<file path="config.mk">
export PLATFORM = sky130hd
export DESIGN_NAME = cb_shift_bit_unit
export DESIGN_NICKNAME = d
export VERILOG_FILES = /design/src/rtl/cb_unit_pkg.sv /design/src/rtl/cb_shift_core.sv /design/src/rtl/cb_bit_core.sv /design/src/rtl/cb_shift_bit_unit.sv
export SDC_FILE = /design/constraint.sdc
export NUM_CORES = 1
export LEC_CHECK = 0
export BUFFER_PORTS_ARGS = -buffer_cell sky130_fd_sc_hd__buf_4
export CAP_MARGIN = 5
export CORE_MARGIN = 2
export CORE_UTILIZATION = 49
export CTS_CLUSTER_DIAMETER = 30
export CTS_CLUSTER_SIZE = 40
export DETAILED_ROUTE_END_ITERATION = 8
export PLACE_DENSITY = 0.86
export SYNTH_ARGS = -nofsm -noshare
export SYNTH_HDL_FRONTEND = slang
export SYNTH_SLANG_ARGS = --single-unit
</file>
<file path="constraint.sdc">
create_clock -name clk -period 1.3 [get_ports clk]
set_input_delay 0.195 -clock clk [delete_from_list [all_inputs] [get_ports clk]]
set_output_delay 0.195 -clock clk [all_outputs]
set_load 0.1 [all_outputs]
</file>
<file path="src/rtl/cb_unit_pkg.sv">
`timescale 1ns/1ps
package cb_unit_pkg;
  localparam int unsigned OPC_W = 4;
  localparam int unsigned FLAGS = 4;

  typedef enum logic [OPC_W-1:0] {
    CB_ROL_CIRC  = 4'd0,
    CB_ROR_CIRC  = 4'd1,
    CB_ROL_THRU  = 4'd2,
    CB_ROR_THRU  = 4'd3,
    CB_SHL       = 4'd4,
    CB_SHR_SIGN  = 4'd5,
    CB_NIB_SWAP  = 4'd6,
    CB_SHR_ZERO  = 4'd7,
    CB_BIT_TEST  = 4'd8,
    CB_BIT_CLR   = 4'd9,
    CB_BIT_SET   = 4'd10
  } cb_op_e;

  typedef struct packed {
    logic z;
    logic n;
    logic h;
    logic c;
  } cb_flags_t;

  localparam logic [FLAGS-1:0] MASK_ALL   = 4'b1111;
  localparam logic [FLAGS-1:0] MASK_NO_C  = 4'b1110;
  localparam logic [FLAGS-1:0] MASK_NONE  = 4'b0000;
endpackage

</file>
<file path="src/rtl/cb_shift_core.sv">
`timescale 1ns/1ps
module cb_shift_core #(
  parameter int unsigned W = 8
) (
  input  logic [W-1:0] opnd,
  input  logic         cin,
  input  logic [2:0]   kind,
  output logic [W-1:0] res,
  output logic         cout
);
  localparam int unsigned HALF = W / 2;

  always_comb begin
    res  = opnd;
    cout = 1'b0;
    unique case (kind)
      3'd0: begin res = {opnd[W-2:0], opnd[W-1]};      cout = opnd[W-1]; end
      3'd1: begin res = {opnd[0], opnd[W-1:1]};        cout = opnd[0];   end
      3'd2: begin res = {opnd[W-2:0], cin};            cout = opnd[W-1]; end
      3'd3: begin res = {cin, opnd[W-1:1]};            cout = opnd[0];   end
      3'd4: begin res = {opnd[W-2:0], 1'b0};           cout = opnd[W-1]; end
      3'd5: begin res = {opnd[W-1], opnd[W-1:1]};      cout = opnd[0];   end
      3'd6: begin res = {opnd[HALF-1:0], opnd[W-1:HALF]}; cout = 1'b0;   end
      default: begin res = {1'b0, opnd[W-1:1]};        cout = opnd[0];   end
    endcase
  end
endmodule

</file>
<file path="src/rtl/cb_bit_core.sv">
`timescale 1ns/1ps
module cb_bit_core #(
  parameter int unsigned W     = 8,
  parameter int unsigned IDX_W = $clog2(W)
) (
  input  logic [W-1:0]     opnd,
  input  logic [IDX_W-1:0] idx,
  output logic             picked,
  output logic [W-1:0]     cleared,
  output logic [W-1:0]     raised
);
  logic [W-1:0] onehot;

  for (genvar i = 0; i < W; i++) begin : g_sel
    assign onehot[i]  = (idx == IDX_W'(i));
    assign cleared[i] = opnd[i] & ~onehot[i];
    assign raised[i]  = opnd[i] |  onehot[i];
  end

  assign picked = |(opnd & onehot);
endmodule

</file>
<file path="src/rtl/cb_shift_bit_unit.sv">
`timescale 1ns/1ps
module cb_shift_bit_unit
  import cb_unit_pkg::*;
#(
  parameter int unsigned W     = 8,
  parameter int unsigned IDX_W = $clog2(W)
) (
  input  logic             clk,
  input  logic             rst,
  input  logic             in_valid,
  input  logic [3:0]       op_sel,
  input  logic [IDX_W-1:0] bit_idx,
  input  logic [W-1:0]     operand,
  input  logic             carry_in,
  output logic             out_valid,
  output logic [W-1:0]     result,
  output logic             flag_z,
  output logic             flag_n,
  output logic             flag_h,
  output logic             flag_c,
  output logic [3:0]       flag_wmask,
  output logic             result_we
);
  logic [W-1:0] sh_res;
  logic         sh_cout;
  logic         bt_pick;
  logic [W-1:0] bt_clr;
  logic [W-1:0] bt_set;

  cb_shift_core #(.W(W)) u_shift (
    .opnd (operand),
    .cin  (carry_in),
    .kind (op_sel[2:0]),
    .res  (sh_res),
    .cout (sh_cout)
  );

  cb_bit_core #(.W(W), .IDX_W(IDX_W)) u_bit (
    .opnd    (operand),
    .idx     (bit_idx),
    .picked  (bt_pick),
    .cleared (bt_clr),
    .raised  (bt_set)
  );

  logic [W-1:0]     nxt_res;
  cb_flags_t        nxt_flg;
  logic [FLAGS-1:0] nxt_mask;
  logic             nxt_we;

  always_comb begin
    nxt_res  = operand;
    nxt_flg  = '0;
    nxt_mask = MASK_NONE;
    nxt_we   = 1'b0;
    if (!op_sel[3]) begin
      nxt_res   = sh_res;
      nxt_flg.z = (sh_res == '0);
      nxt_flg.c = sh_cout;
      nxt_mask  = MASK_ALL;
      nxt_we    = 1'b1;
    end else begin
      case (op_sel)
        CB_BIT_TEST: begin
          nxt_flg.z = ~bt_pick;
          nxt_flg.h = 1'b1;
          nxt_mask  = MASK_NO_C;
        end
        CB_BIT_CLR: begin
          nxt_res = bt_clr;
          nxt_we  = 1'b1;
        end
        CB_BIT_SET: begin
          nxt_res = bt_set;
          nxt_we  = 1'b1;
        end
        default: ;
      endcase
    end
  end

  cb_flags_t flg_q;

  always_ff @(posedge clk) begin
    if (rst) begin
      out_valid  <= 1'b0;
      result     <= '0;
      flg_q      <= '0;
      flag_wmask <= '0;
      result_we  <= 1'b0;
    end else begin
      out_valid <= in_valid;
      if (in_valid) begin
        result     <= nxt_res;
        flg_q      <= nxt_flg;
        flag_wmask <= nxt_mask;
        result_we  <= nxt_we;
      end
    end
  end

  assign flag_z = flg_q.z;
  assign flag_n = flg_q.n;
  assign flag_h = flg_q.h;
  assign flag_c = flg_q.c;


  rst_clear_chk: assert property (@(posedge clk)
    rst |=> (!out_valid && result == '0 && flag_wmask == '0 && !result_we));


  valid_follow_chk: assert property (@(posedge clk) disable iff (rst)
    in_valid |=> out_valid);


  hold_chk: assert property (@(posedge clk) disable iff (rst)
    (!in_valid && !$past(rst)) |=> ($stable(result) && $stable(flag_wmask) && !out_valid));


  zero_from_result_chk: assert property (@(posedge clk) disable iff (rst)
    (in_valid && !op_sel[3]) |=> (flag_z == (result == '0) && !flag_n && !flag_h));


  test_no_write_chk: assert property (@(posedge clk) disable iff (rst)
    (in_valid && op_sel == CB_BIT_TEST) |=> (!result_we && flag_h && !flag_wmask[0]));


  single_bit_chk: assert property (@(posedge clk) disable iff (rst)
    (in_valid && (op_sel == CB_BIT_CLR || op_sel == CB_BIT_SET))
      |=> ($countones(result ^ $past(operand)) <= 1 && flag_wmask == '0));


  masked_zero_chk: assert property (@(posedge clk) disable iff (rst)
    ({flag_z, flag_n, flag_h, flag_c} & ~flag_wmask) == '0);
endmodule

</file>
# Word level (Yosys, flattened, before mapping)
# Index checks and enable logic that the tools add are counted.
totals:
  wordCells: 68
  inputBits: 19
  output_inout_bits: 18
  regBits: 17
classes:
  n_reduce_logical: 6
  bitwise_logic: 26
  eq_ne: 16
  n_mux: 13
ops:
  columns: ["op", "n"]
  rows:
  - ["$pmux W8 S7", 1]
  - ["$eq A3 B3 Y1 const B", 7]
  - ["$pmux W8 S2", 1]
  - ["$eq A3 B2 Y1 const B", 4]
  - ["$eq A4 B4 Y1 const B", 3]
  - ["$not A1 Y1", 9]
  - ["$and A1 B1 Y1", 8]
  - ["$and A8 B8 Y8", 1]
  - ["$logic_not A8 Y1", 1]
  - ["$mux W4", 2]
  - ["$mux W8", 1]
  - ["$or A1 B1 Y1", 8]
  - ["$reduce_or A8 Y1", 1]
  - ["$mux W1", 7]
  - ["$eq A3 B1 Y1 const B", 2]
  - ["$logic_not A3 Y1", 2]
  - ["$reduce_or A3 Y1", 1]
  - ["$pmux W1 S2", 1]
  - ["$reduce_or A2 Y1", 1]

# Logic depth before layout (Yosys ltp)
# Gate-level depths: netlist (run 1).
logic_depth:
  ltp_word: 6
  depth_mapped: 6
  ltp_nobuf: 5

# By module
# Synthesis (run 1) repeated with hierarchy kept, for this count alone.
hier_totals:
  cells_unflattened: 163
  hier_area_um2: 1273.7
by_module_without_submodules:
  columns: ["mod", "area_each_um2", "n_inst", "cells_each"]
  rows:
  - ["cb_shift_bit_unit", 809.5, 1, 96]
  - ["cb_bit_core", 241.5, 1, 31]
  - ["cb_shift_core", 222.7, 1, 36]

# Least setup slack after synthesis (run 1)
# No wires, ideal clock.
synth_path:
  kind: "reg-to-reg"
  start: "register, netlist name flag_z"
  end: "register flg_q, in the netlist flag_z"
  stages_incl_launch_ff: 6
  required_time_ns: 1.241
  path_slack_ns: -0.333
  setup_time_ns: 0.059
  t_arrival_ns: 1.574
  cell_sequence: "dfxtp_1 o21bai_1 a31oi_1 nand3_1 o22ai_1 a31o_1"
synth_rtl:
  columns: ["item", "line", "source"]
  rows:
  - ["end signal, assigned", "cb_shift_bit_unit.sv:95", "flg_q <= nxt_flg;"]
  - ["end, declared", "cb_shift_bit_unit.sv:82", "cb_flags_t flg_q;"]

# Worst setup path in the final report (run 1)
layout_path:
  start: "input op_sel[2]"
  end: "register flg_q, in the netlist flag_z"
layout_via:
  elab_chain_cells: 4
layout_rtl:
  columns: ["item", "line", "source"]
  rows:
  - ["start, declared", "cb_shift_bit_unit.sv:11", "input logic [3:0] op_sel,"]
  - ["$eq A3 B3 Y1 (tied with other cells)", "cb_shift_core.sv:16", "unique case (kind)"]
  - ["$pmux W8 S7", "cb_shift_core.sv:16", null]
  - ["$logic_not A8 Y1", "cb_shift_bit_unit.sv:58", "nxt_flg.z = (sh_res == '0);"]
  - ["$mux W1 *", "cb_shift_bit_unit.sv:56", "if (!op_sel[3]) begin"]
# Every way passes the cells marked *; elsewhere a longest branch is shown, timed or not.
# A chain may end at the register's enable or synchronous reset.

==> out/metrics.cfg, run 1 <==
[pwr]
p_comb_share_pct = 45.5
seqPwrFrac_pct = 35.4
p_int_uw = 810
p_leak_uw = 0.000685
p_total_uw = 1450
switchingPower_uw = 639
p_sw_share_pct = 44.1
p_clk_share_pct = 19.1
power_density_nw_per_um2 = 977
peakVddDrop_mv = 0.680

[setup_path]
required_ps = 1540
worstSetupStartpointType = input pin
crit_path_end_kind = flip-flop
worstPathArrival_ps = 1430
r2r-start = flag_z
worstSetupPathType = input pin to flip-flop
worstRegToRegCells = 5
slowest_stage = mux2_2
cp_max_fo = 9
max_stage_delay_ps = 340
reg2reg_slack_ps = 240
regToRegEndpoint = flag_z
crit_chain = buf_4 -> mux2_2 -> a22oi_1 -> o21ai_0 -> nor3_1 -> a31o_1

[routing]
drc = 0
drtPass1Iterations = 6
antenna_left = 0
route.vias.total = 1296
viasPerCell = 6.11
drt-initial-drc-count = 94
routed_wl_mm = 3.36
avgRoutedWirePerCell_um = 15.9

[clocking]
post_cts_hold_buffer_count = 0
h-tree-depth = 1
cts_root_buffer = clkbuf_4
clk_latency_ps = 280
postCtsSetupBuffers = 0
cts_buffers = 3
cts.reportedPaths.clkPinSlew_ps = 100
cts_tree = done
clock_sinks = 15
cts_resized = 0
clk_path_buf_depth = 2

[min_path]
hold_class = input pin to flip-flop
hold_path_end = flag_wmask[2]
hold_path_depth = 3
min-delay-start = in_valid

[global_route]
antenna_found_initial = 0
global_route.usage.met1_pct = 37.7
top_usage_layer = met2
grt_max_degree = 15
gr-usage-met2_pct = 47.8
overflow = 0
track_usage_pct = 28.8
grt_pass1_vias = 1197
grtUsageMet3_pct = 4.09
grt_pass1_wl_mm = 5.69

[timing]
max_freq_mhz = 839
rsz0062_at_grt = false
final.setup.tns_ps = 0
slew_violations = 0
setup_slack_ps = 108
finalCritPeriodShare_pct = 91.7
finalHoldViolations = 0
setup_violations = 0
period_needed_ps = 1190
finClkSkew_ps = 0

[logic_synthesis]
yosysTopAreaCell = dfxtp_1
avgSynthCellArea_um2 = 7.70
ys_seq_area_share_pct = 27.8
synthTopCellsByArea = dfxtp_1 28%, mux2i_1 7.4%, a221oi_1 6.5%
synthSimpleGateAreaFrac_pct = 28.5
yosysWarnings = 0
synth_fa_ha_area_share_pct = 0
ys_ff_latch = 15
synthMuxAreaShare_pct = 9.51
synth_compound_area_share_pct = 25.9
syn_nets = 159
synth_top_family_by_area = simple AND/OR/NAND/NOR gates
netlist_area_um2 = 1080
synthXorXnorAreaFrac_pct = 0
synth.distinct_cells = 38
synthCells = 140
synth_top_area_share_pct = 27.8

[cells_and_area]
diodes = 0
syn2layout_area_growth_pct = 37.6
drive_above_1_share_pct = 38.9
multiInputGateArea_um2 = 693
final-seq-area_um2 = 312
final_common_cell = buf_4
final_cell_mix = 51 x buf_4, 17 x nand2_1, 13 x nor3_1
num-nets-final = 205
nFillCells = 169
layout.cells.non_filler = 212

[place]
gp_congestion = 0.961
pre_cts_ws_ps = -178
portBuffers = 35
dp_hpwl_mm = 2.65
dp.cells = 208

[floorplan]
coreArea_um2 = 2020
start_util_pct = 53.3
die_height_um = 50.9
row_count = 16
die_area_um2 = 2590
io_pins = 37
chipWidth_um = 50.9

[run_status]
status = finished clean

[run]
drv_cap = 0

layout make-up:
class	instances	area share, %
Multi-Input combinational cell	110	46.7
Timing Repair Buffer	52	27.2
Sequential cell	15	21.0
Tap cell	27	2.28
Clock buffer	3	1.52
Inverter	4	1.01
Clock inverter	1	0.337
worst max-delay path by stage:
stage,start,endpoint,slack (ps),depth (start not counted)
detailed placement,op_sel[2],flag_z,-180,6
global placement,op_sel[2],flag_z,-80,6
global route,op_sel[2],flag_z,50,6
finish,op_sel[2],flag_z,110,6
floorplan,flag_z,flag_z,-2,5
CTS,op_sel[2],flag_z,130,6
layer usage:
metal | part of all wire, % | up-vias
met4 | 1.4 | 0
met2 | 48 | 91
met5 | 0 | -
li1 | - | 609
met3 | 10 | 6
met1 | 40 | 590
power groups by stage:
| stage | clock network, µW | logic [µW] | registers (µW) |
|---|---|---|---|
| 6_report | 277 | 659 | 514 |
| 5_1_grt | 319 | 692 | 518 |
| 4_1_cts | 282 | 654 | 513 |
| 3_5_place_dp | 0 | 653 | 524 |
| 3_3_place_gp | 0 | 645 | 522 |
| 2_1_floorplan | 0 | 230 | 749 |
registers in the layout, summed over array words and instances, names as in the netlist:
signal,count
flag_wmask,2
out_valid,1
flag_c,1
flag_z,1
result,8
flag_h,1
result_we,1
cell families after synthesis:
logic type	after synthesis
and+or+nand+nor	57
AOI/OAI and AO/OA	42
DFF	15
buffers and inverters	15
muxes	10
other	1
cells in the mapped netlist:
cell type,instances
nand2_1,17
dfxtp_1,15
nor3_1,13
nor2_1,10
o21ai_0,10
o22ai_1,9
a221oi_1,8
mux2i_1,8
a21oi_1,6
clkbuf_1,4
inv_1,4
buf_4,3
nor2b_1,3
a22oi_1,2
and3b_1,2
buf_2,2
buf_6,2
mux2_2,2
a211oi_1,1
a21boi_0,1
a31o_1,1
a31oi_1,1
and2_1,1
and4_1,1
and4b_1,1
conb_1,1
nand2_4,1
nand2b_1,1
nand2b_4,1
nand3_1,1
nand3b_1,1
nor2b_2,1
nor3b_1,1
nor4b_1,1
o211ai_1,1
o21bai_1,1
o31ai_2,1
or3_4,1
stage by stage:
step,util (%),instance area [µm²],hold slack [ps]
6_report,73.4,1480,243
5_1_grt,73.4,1480,250
4_1_cts,73.4,1480,238
3_5_place_dp,72.0,1460,471
3_3_place_gp,72.0,1460,454
2_1_floorplan,-,1090,267
critical path, delay by kind of cell:
family,cells,cell delay [ps]
AO/OA/AOI/OAI,3,460
buffers and inverters,1,150
multiplexers,1,340
AND/OR/NAND/NOR,1,270
Power figures use the tool's default switching activity.
==> run 2: changes to the inputs <==
--- a/config.mk
+++ b/config.mk
@@ -7,12 +7,14 @@
 export LEC_CHECK = 0
 export BUFFER_PORTS_ARGS = -buffer_cell sky130_fd_sc_hd__buf_4
 export CAP_MARGIN = 5
+export CORE_ASPECT_RATIO = 1.75
 export CORE_MARGIN = 2
-export CORE_UTILIZATION = 49
+export CORE_UTILIZATION = 51
 export CTS_CLUSTER_DIAMETER = 30
 export CTS_CLUSTER_SIZE = 40
 export DETAILED_ROUTE_END_ITERATION = 8
-export PLACE_DENSITY = 0.86
+export PLACE_DENSITY = 0.87
 export SYNTH_ARGS = -nofsm -noshare
 export SYNTH_HDL_FRONTEND = slang
+export SYNTH_HIERARCHICAL = 1
 export SYNTH_SLANG_ARGS = --single-unit
==> run 2 against run 1 <==
The run now ends with setup timing left; clock skew unchanged; total power up 20%; synthesized cell count up 16%; utilization up 2.1 points; worst setup slack worse by 140 ps; sequential cell count unchanged; via count up 18%; die area up 13%; critical path type unchanged; critical endpoint unchanged; largest power group unchanged.
==> out/metrics.cfg, run 2 <==
[timing]
slew_violations = 0  ; unchanged
setup_violations = 1  ; +1
finClkSkew_ps = 0  ; unchanged
finalCritPeriodShare_pct = 102  ; +11 points
rsz0062_at_grt = true
hold_ws_ps = 176  ; -67.2 ps
finalHoldViolations = 0  ; unchanged
period_needed_ps = 1330  ; +140 ps
max_freq_mhz = 751  ; -11%
setup_slack_ps = -31.6  ; -140 ps

[logic_synthesis]
yosysTopAreaCell = dfxtp_1
synth_top_family_by_area = compound AO/OA/AOI/OAI gates
ys_seq_area_share_pct = 23.6  ; -4.3 points
synthXorXnorAreaFrac_pct = 0.688  ; +0.69 points
yosysWarnings = 6  ; +6
ys_top_cells_by_count = 24 x o21ai_0, 15 x dfxtp_1, 13 x nor2_1
ys_ff_latch = 15  ; unchanged
synthSimpleGateAreaFrac_pct = 20.9  ; -7.6 points
synth_enable_flop_cells = 0  ; unchanged
synth_compound_area_share_pct = 36.2  ; +10 points
syn_nets = 182  ; +14%
synthTopCellsByArea = dfxtp_1 24%, o21ai_0 9.4%, mux2i_1 5.5%
synth.distinct_cells = 42  ; +11%
synthCells = 163  ; +16%
async_reset_ff_share_pct = 0  ; unchanged
synth_fa_ha_area_share_pct = 0  ; unchanged
synth_top_area_share_pct = 23.6  ; -4.3 points
avgSynthCellArea_um2 = 7.81  ; +1.4%
netlist_area_um2 = 1270  ; +18%
synthMuxAreaShare_pct = 10.5  ; +1.0 points
synth_flop_cell = dfxtp_1
yosysMostFrequentCell = o21ai_0

[floorplan]
coreArea_um2 = 2430  ; +20%
die_height_um = 70.1  ; +38%
chipWidth_um = 41.8  ; -18%
io_pins = 37  ; unchanged
row_count = 24  ; +8
start_util_pct = 52.4  ; -0.98 points
die_area_um2 = 2930  ; +13%

[place]
portBuffers = 35  ; unchanged
dp_hpwl_mm = 3.22  ; +21%
gp_congestion = 1.04  ; +7.8%
dpl_cell_area_um2 = 1720  ; +18%

[routing]
avgRoutedWirePerCell_um = 17.4  ; +9.7%
drtPass1Iterations = 4  ; -2
viasPerCell = 6.33  ; +3.6%
antenna_left = 0  ; unchanged
drt-initial-drc-count = 64  ; -32%
route.vias.total = 1532  ; +18%
drc = 0  ; unchanged
routed_wl_mm = 4.21  ; +25%

[setup_path]
worstSetupPathType = input pin to flip-flop
worstRegToRegCells = 3  ; -2
regToRegEndpoint = result[6]
cp-endpoint = flag_z
required_ps = 1480  ; -60 ps
crit_path_start = operand[7]
reg2reg_slack_ps = 480  ; +240 ps
worstSetupStartpointType = input pin
worstPathArrival_ps = 1520  ; +90 ps
crit_path_end_kind = flip-flop
r2r-start = result[6]
cp_max_fo = 3  ; -6

[global_route]
grt_max_degree = 16  ; +1
track_usage_pct = 28.3  ; -0.50 points
antenna_found_initial = 0  ; unchanged
global_route.usage.met1_pct = 26.9  ; -11 points
overflow = 0  ; unchanged
gr-usage-met2_pct = 52.6  ; +4.8 points
grt_pass1_wl_mm = 6.63  ; +16%
grt_pass1_vias = 1544  ; +29%
grtUsageMet3_pct = 3.88  ; -0.22 points
top_usage_layer = met2

[cells_and_area]
diodes = 0  ; unchanged
syn2layout_area_growth_pct = 44.1
num-nets-final = 236  ; +15%
largest_register = result
design_area_um2 = 1840  ; +24%
final_common_cell = buf_4
largest_reg_flops = 8  ; unchanged
final_cell_mix = 61 x buf_4, 23 x o21ai_0, 13 x nor2_1
drive_above_1_share_pct = 42.1  ; +3.2 points
reg_top3 = result (8), flag_wmask (2)

[pwr]
p_total_uw = 1740  ; +20%
power_density_nw_per_um2 = 947  ; -3.0%
p_leak_uw = 0.000834  ; +22%
peakVddDrop_mv = 0.902  ; +33%

[run_status]
status = finished with violations
violations = setup timing

[clocking]
h-tree-depth = 1  ; unchanged
cts.reportedPaths.clkPinSlew_ps = 60  ; -40 ps
clock_sinks = 15  ; unchanged
clk_path_buf_depth = 2  ; unchanged
cts_buffers = 3  ; unchanged
cts_tree = done
post_cts_hold_buffer_count = 0  ; unchanged
clk_latency_ps = 250  ; -30 ps
cts_root_buffer = clkbuf_8

[min_path]
hold_class = input pin to flip-flop

[run]
drv_cap = 0  ; unchanged

## run 2: cell types whose count changed after synthesis, sizes merged, moves of 3 or more
cell | previous run | this run
nor3 | 13 | 2
o21ai | 10 | 24
nand2 | 18 | 11
clkbuf | 4 | 9
a21boi | 1 | 4
o21a | 0 | 3
nand2b | 2 | 7
nor2 | 10 | 13
a21o | 0 | 4
o32ai | 0 | 8
o22ai | 9 | 0
## run 2: through the flow
step,utilization [%],std cells,setup WS (ps),setup TNS [ps]
floorplan,-,163,-200,-200
global placement,70.8,237,-265,-1210
detailed placement,70.8,237,-289,-1790
CTS,73.0,241,-31.7,-63.3
global route,75.5,242,-138,-201
finish,75.5,242,-31.6,-31.6
## run 2: power breakdown
part | switching (µW) | internal [µW]
Combinational | 559 | 279
Clock | 161 | 212
Sequential | 24.9 | 503
Total | 745 | 994
## run 2: cells by family after synthesis
family / count (synthesis)
AND/OR/NAND/NOR: 48
AO/OA/AOI/OAI: 68
buffers and inverters: 20
XOR/XNOR: 1
flip-flops: 15
other: 1
multiplexers: 10
## run 2: layer usage
metal | wire length, µm | share of wire (%)
met4 | 210 | 5.0
met1 | 1510 | 36
met2 | 2260 | 54
met5 | 0 | 0
met3 | 225 | 5.3
## run 2: how the worst min path moves through the flow
stage / from / to / cells after the start
after floorplan: op_sel[3] / result[6] / 1
after global placement: rst / flag_wmask[2] / 2
after detailed placement: rst / out_valid / 2
final: rst / flag_wmask[2] / 2
after CTS: rst / out_valid / 2
after global routing: rst / out_valid / 2
## run 2: repair_timing
action / 4_1_cts / 5_1_grt
pin swaps: 0 / 5
endpoints found under the setup margin: 2 / 8
buffers inserted: 0 / 1
resized for setup: 1 / 14
hold endpoints to repair: 0 / 0
## run 2: critical path, cell delays in order
cell	delay, ps
buf_4	120
buf_4	130
and3_1	180
a211oi_2	230
o32ai_2	160
nor4_2	240
a32oi_1	130
a21oi_1	130
## run 2: area by class of cell
class | count | area (µm²)
clock buffers | 3 | 41.3
clock inverters | 1 | 5.00
fillers | 177 | 597
inverters | 5 | 18.8
multi-input cells | 128 | 922
flip-flops and latches | 15 | 312
well taps | 26 | 32.5
repair buffers | 64 | 504
==> run 3: changes to the inputs <==
--- a/config.mk
+++ b/config.mk
@@ -8,7 +8,6 @@
 export BUFFER_PORTS_ARGS = -buffer_cell sky130_fd_sc_hd__buf_4
 export CAP_MARGIN = 5
 export CORE_ASPECT_RATIO = 1.75
-export CORE_MARGIN = 2
 export CORE_UTILIZATION = 51
 export CTS_CLUSTER_DIAMETER = 30
 export CTS_CLUSTER_SIZE = 40
==> run 3 against run 2 <==
The flow still finishes with violations (setup timing); sequential cell count did not move; critical path type unchanged; largest power group unchanged; global-route usage rose by 5.8 points; cell area rose by 1.0%; largest cell class unchanged; combinational power rose by 2%; register-to-register slack barely moved; wire length rose by 6.9%; die area fell by 7.5%; worst setup slack improved by 31 ps; utilization rose by 4.1 points.
==> out/metrics.cfg, run 3 (synthesis gave the netlist of run 2 again) <==
[run_status]
status = finished with violations
violations = setup timing

[setup_path]
crit_chain = buf_4 -> mux4_2 -> mux2_2 -> nor4_2 -> nand3_1 -> a21oi_1
cp_max_fo = 4  ; +1
required_ps = 1490  ; about the same
reg2reg_slack_ps = 480  ; about the same
slowest_stage = mux4_2
r2r-start = result[6]
regToRegEndpoint = result[6]
worstPathArrival_ps = 1490  ; -30 ps
max_stage_delay_ps = 490  ; +250 ps
worstRegToRegCells = 3  ; unchanged
worstSetupPathType = input pin to flip-flop
worstSetupStartpointType = input pin
crit_path_end_kind = flip-flop

[pwr]
p_sw_share_pct = 43.2  ; +0.42 points
p_total_uw = 1760  ; +1.3%
p_int_uw = 1000  ; +0.60%
p_comb_share_pct = 48.3  ; about the same
peakVddDrop_mv = 0.916  ; +1.5%
p_clk_share_pct = 21.8  ; +0.3 points
switchingPower_uw = 762  ; +2.3%
seqPwrFrac_pct = 29.9  ; -0.5 points
p_leak_uw = 0.000847  ; +1.6%
power_density_nw_per_um2 = 950  ; +0.32%

[place]
pre_cts_ws_ps = -316  ; -26.7 ps
dp.cells = 239  ; +0.84%
gp_congestion = 0.942  ; -9.1%
portBuffers = 35  ; unchanged
dp_hpwl_mm = 3.28  ; +2.1%

[routing]
drc = 0  ; unchanged
drt-initial-drc-count = 112  ; +75%
antenna_left = 0  ; unchanged
route.vias.total = 1603  ; +4.6%
viasPerCell = 6.54  ; +3.4%
routed_wl_mm = 4.50  ; +6.9%
avgRoutedWirePerCell_um = 18.4  ; +5.6%
drtPass1Iterations = 5  ; +1

[timing]
period_needed_ps = 1300  ; -31.3 ps
slew_violations = 0  ; unchanged
finClkSkew_ps = 0  ; unchanged
finalHoldViolations = 0  ; unchanged
finalCritPeriodShare_pct = 100  ; -2.4 points
max_freq_mhz = 769  ; +2.4%
setup_violations = 1  ; unchanged
setup_slack_ps = -0.323  ; +31.3 ps
rsz0062_at_grt = true

[floorplan]
io_pins = 37  ; unchanged
chipWidth_um = 39.8  ; -4.8%
start_util_pct = 54.6  ; +2.3 points
row_count = 23  ; -4.2%
die_area_um2 = 2710  ; -7.5%
coreArea_um2 = 2330  ; -4.2%
die_height_um = 68.1  ; -2.9%

[run]
drv_cap = 0  ; unchanged

[clocking]
cts_root_buffer = clkbuf_8
clock_sinks = 15  ; unchanged
cts.reportedPaths.clkPinSlew_ps = 60  ; about the same
cts_tree = done
cts_buffers = 3  ; unchanged
clk_path_buf_depth = 2  ; unchanged
post_cts_hold_buffer_count = 0  ; unchanged
clk_latency_ps = 250  ; about the same
h-tree-depth = 1  ; unchanged

[cells_and_area]
reg_top3 = result (8), flag_wmask (2)
largest_reg_flops = 8  ; unchanged
drive_above_1_share_pct = 43.2  ; +1.1 points
syn2layout_area_growth_pct = 45.6
multiInputGateArea_um2 = 911  ; -1.2%
post-route-util_pct = 79.5  ; +4.1 points
num-nets-final = 240  ; +1.7%
final-seq-area_um2 = 312  ; unchanged
final_common_cell = buf_4
nFillCells = 166  ; -6.2%
diodes = 0  ; unchanged
layout.cells.non_filler = 245  ; +1.2%
largest_register = result
final_cell_mix = 66 x buf_4, 22 x o21ai_0, 13 x nor2_1

[min_path]
hold_class = input pin to flip-flop
min-delay-start = rst
hold_path_depth = 2  ; unchanged
hold_path_end = out_valid

[global_route]
grt_pass1_vias = 1391  ; -9.9%
overflow = 0  ; unchanged
track_usage_pct = 34.1  ; +5.8 points
grt_pass1_wl_mm = 6.44  ; -2.8%
antenna_found_initial = 0  ; unchanged
grt_max_degree = 18  ; +2

[run 3: metal layers]
metal  wire length, µm  GRT usage (%)
met4               176           14.2
met1              1600           37.1
met5                 0              0
met2              2430           64.1
met3               302           1.30
[run 3: how the worst max path moves through the flow]
stage                        end  slack (ps)  startpoint  depth (start not counted)
after floorplan           flag_z        -200  bit_idx[0]                          6
after global placement    flag_z        -280  bit_idx[0]                          6
after detailed placement  flag_z        -320  bit_idx[0]                          6
after CTS                 flag_z          10  operand[7]                          8
after global routing      flag_z         -50  bit_idx[0]                          6
final                     flag_z        -0.3  bit_idx[0]                          6
[run 3: power by group through the flow]
stage | Clock (µW) | Sequential, µW | Combinational, µW
CTS | 384 | 526 | 820
detailed placement | 0 | 536 | 806
global route | 402 | 531 | 884
global placement | 0 | 532 | 784
floorplan | 0 | 797 | 284
finish | 383 | 527 | 852
[run 3: area by class of cell]
type                            count  share of cell area (%)
Clock buffer                        3                    2.23
Timing Repair Buffer               68                    28.9
Multi-Input combinational cell    128                    49.1
Inverter                            5                    1.01
Sequential cell                    15                    16.8
Clock inverter                      1                   0.270
Tap cell                           25                    1.69
[run 3: metrics by stage]
step	cell area, µm²	setup TNS [ps]	hold WS [ps]
2_1_floorplan	1280	-200	347
3_3_place_gp	1740	-1430	427
3_5_place_dp	1740	-1770	439
4_1_cts	1800	0	178
5_1_grt	1850	-45.0	182
6_report	1850	-0.323	177
[run 3: timing repair]
action | CTS | global route
endpoints found under the setup margin | 1 | 4
resized for setup | 5 | 6
pin swaps | 4 | 6
setup buffers | 0 | 2
gates cloned | 0 | 0
[run 3: worst max-delay path: cells and delay by family]
kind            cells  cell delay [ps]
compound gates      1              140
buf+inv             1              110
mux                 2              780
simple gates        2              260
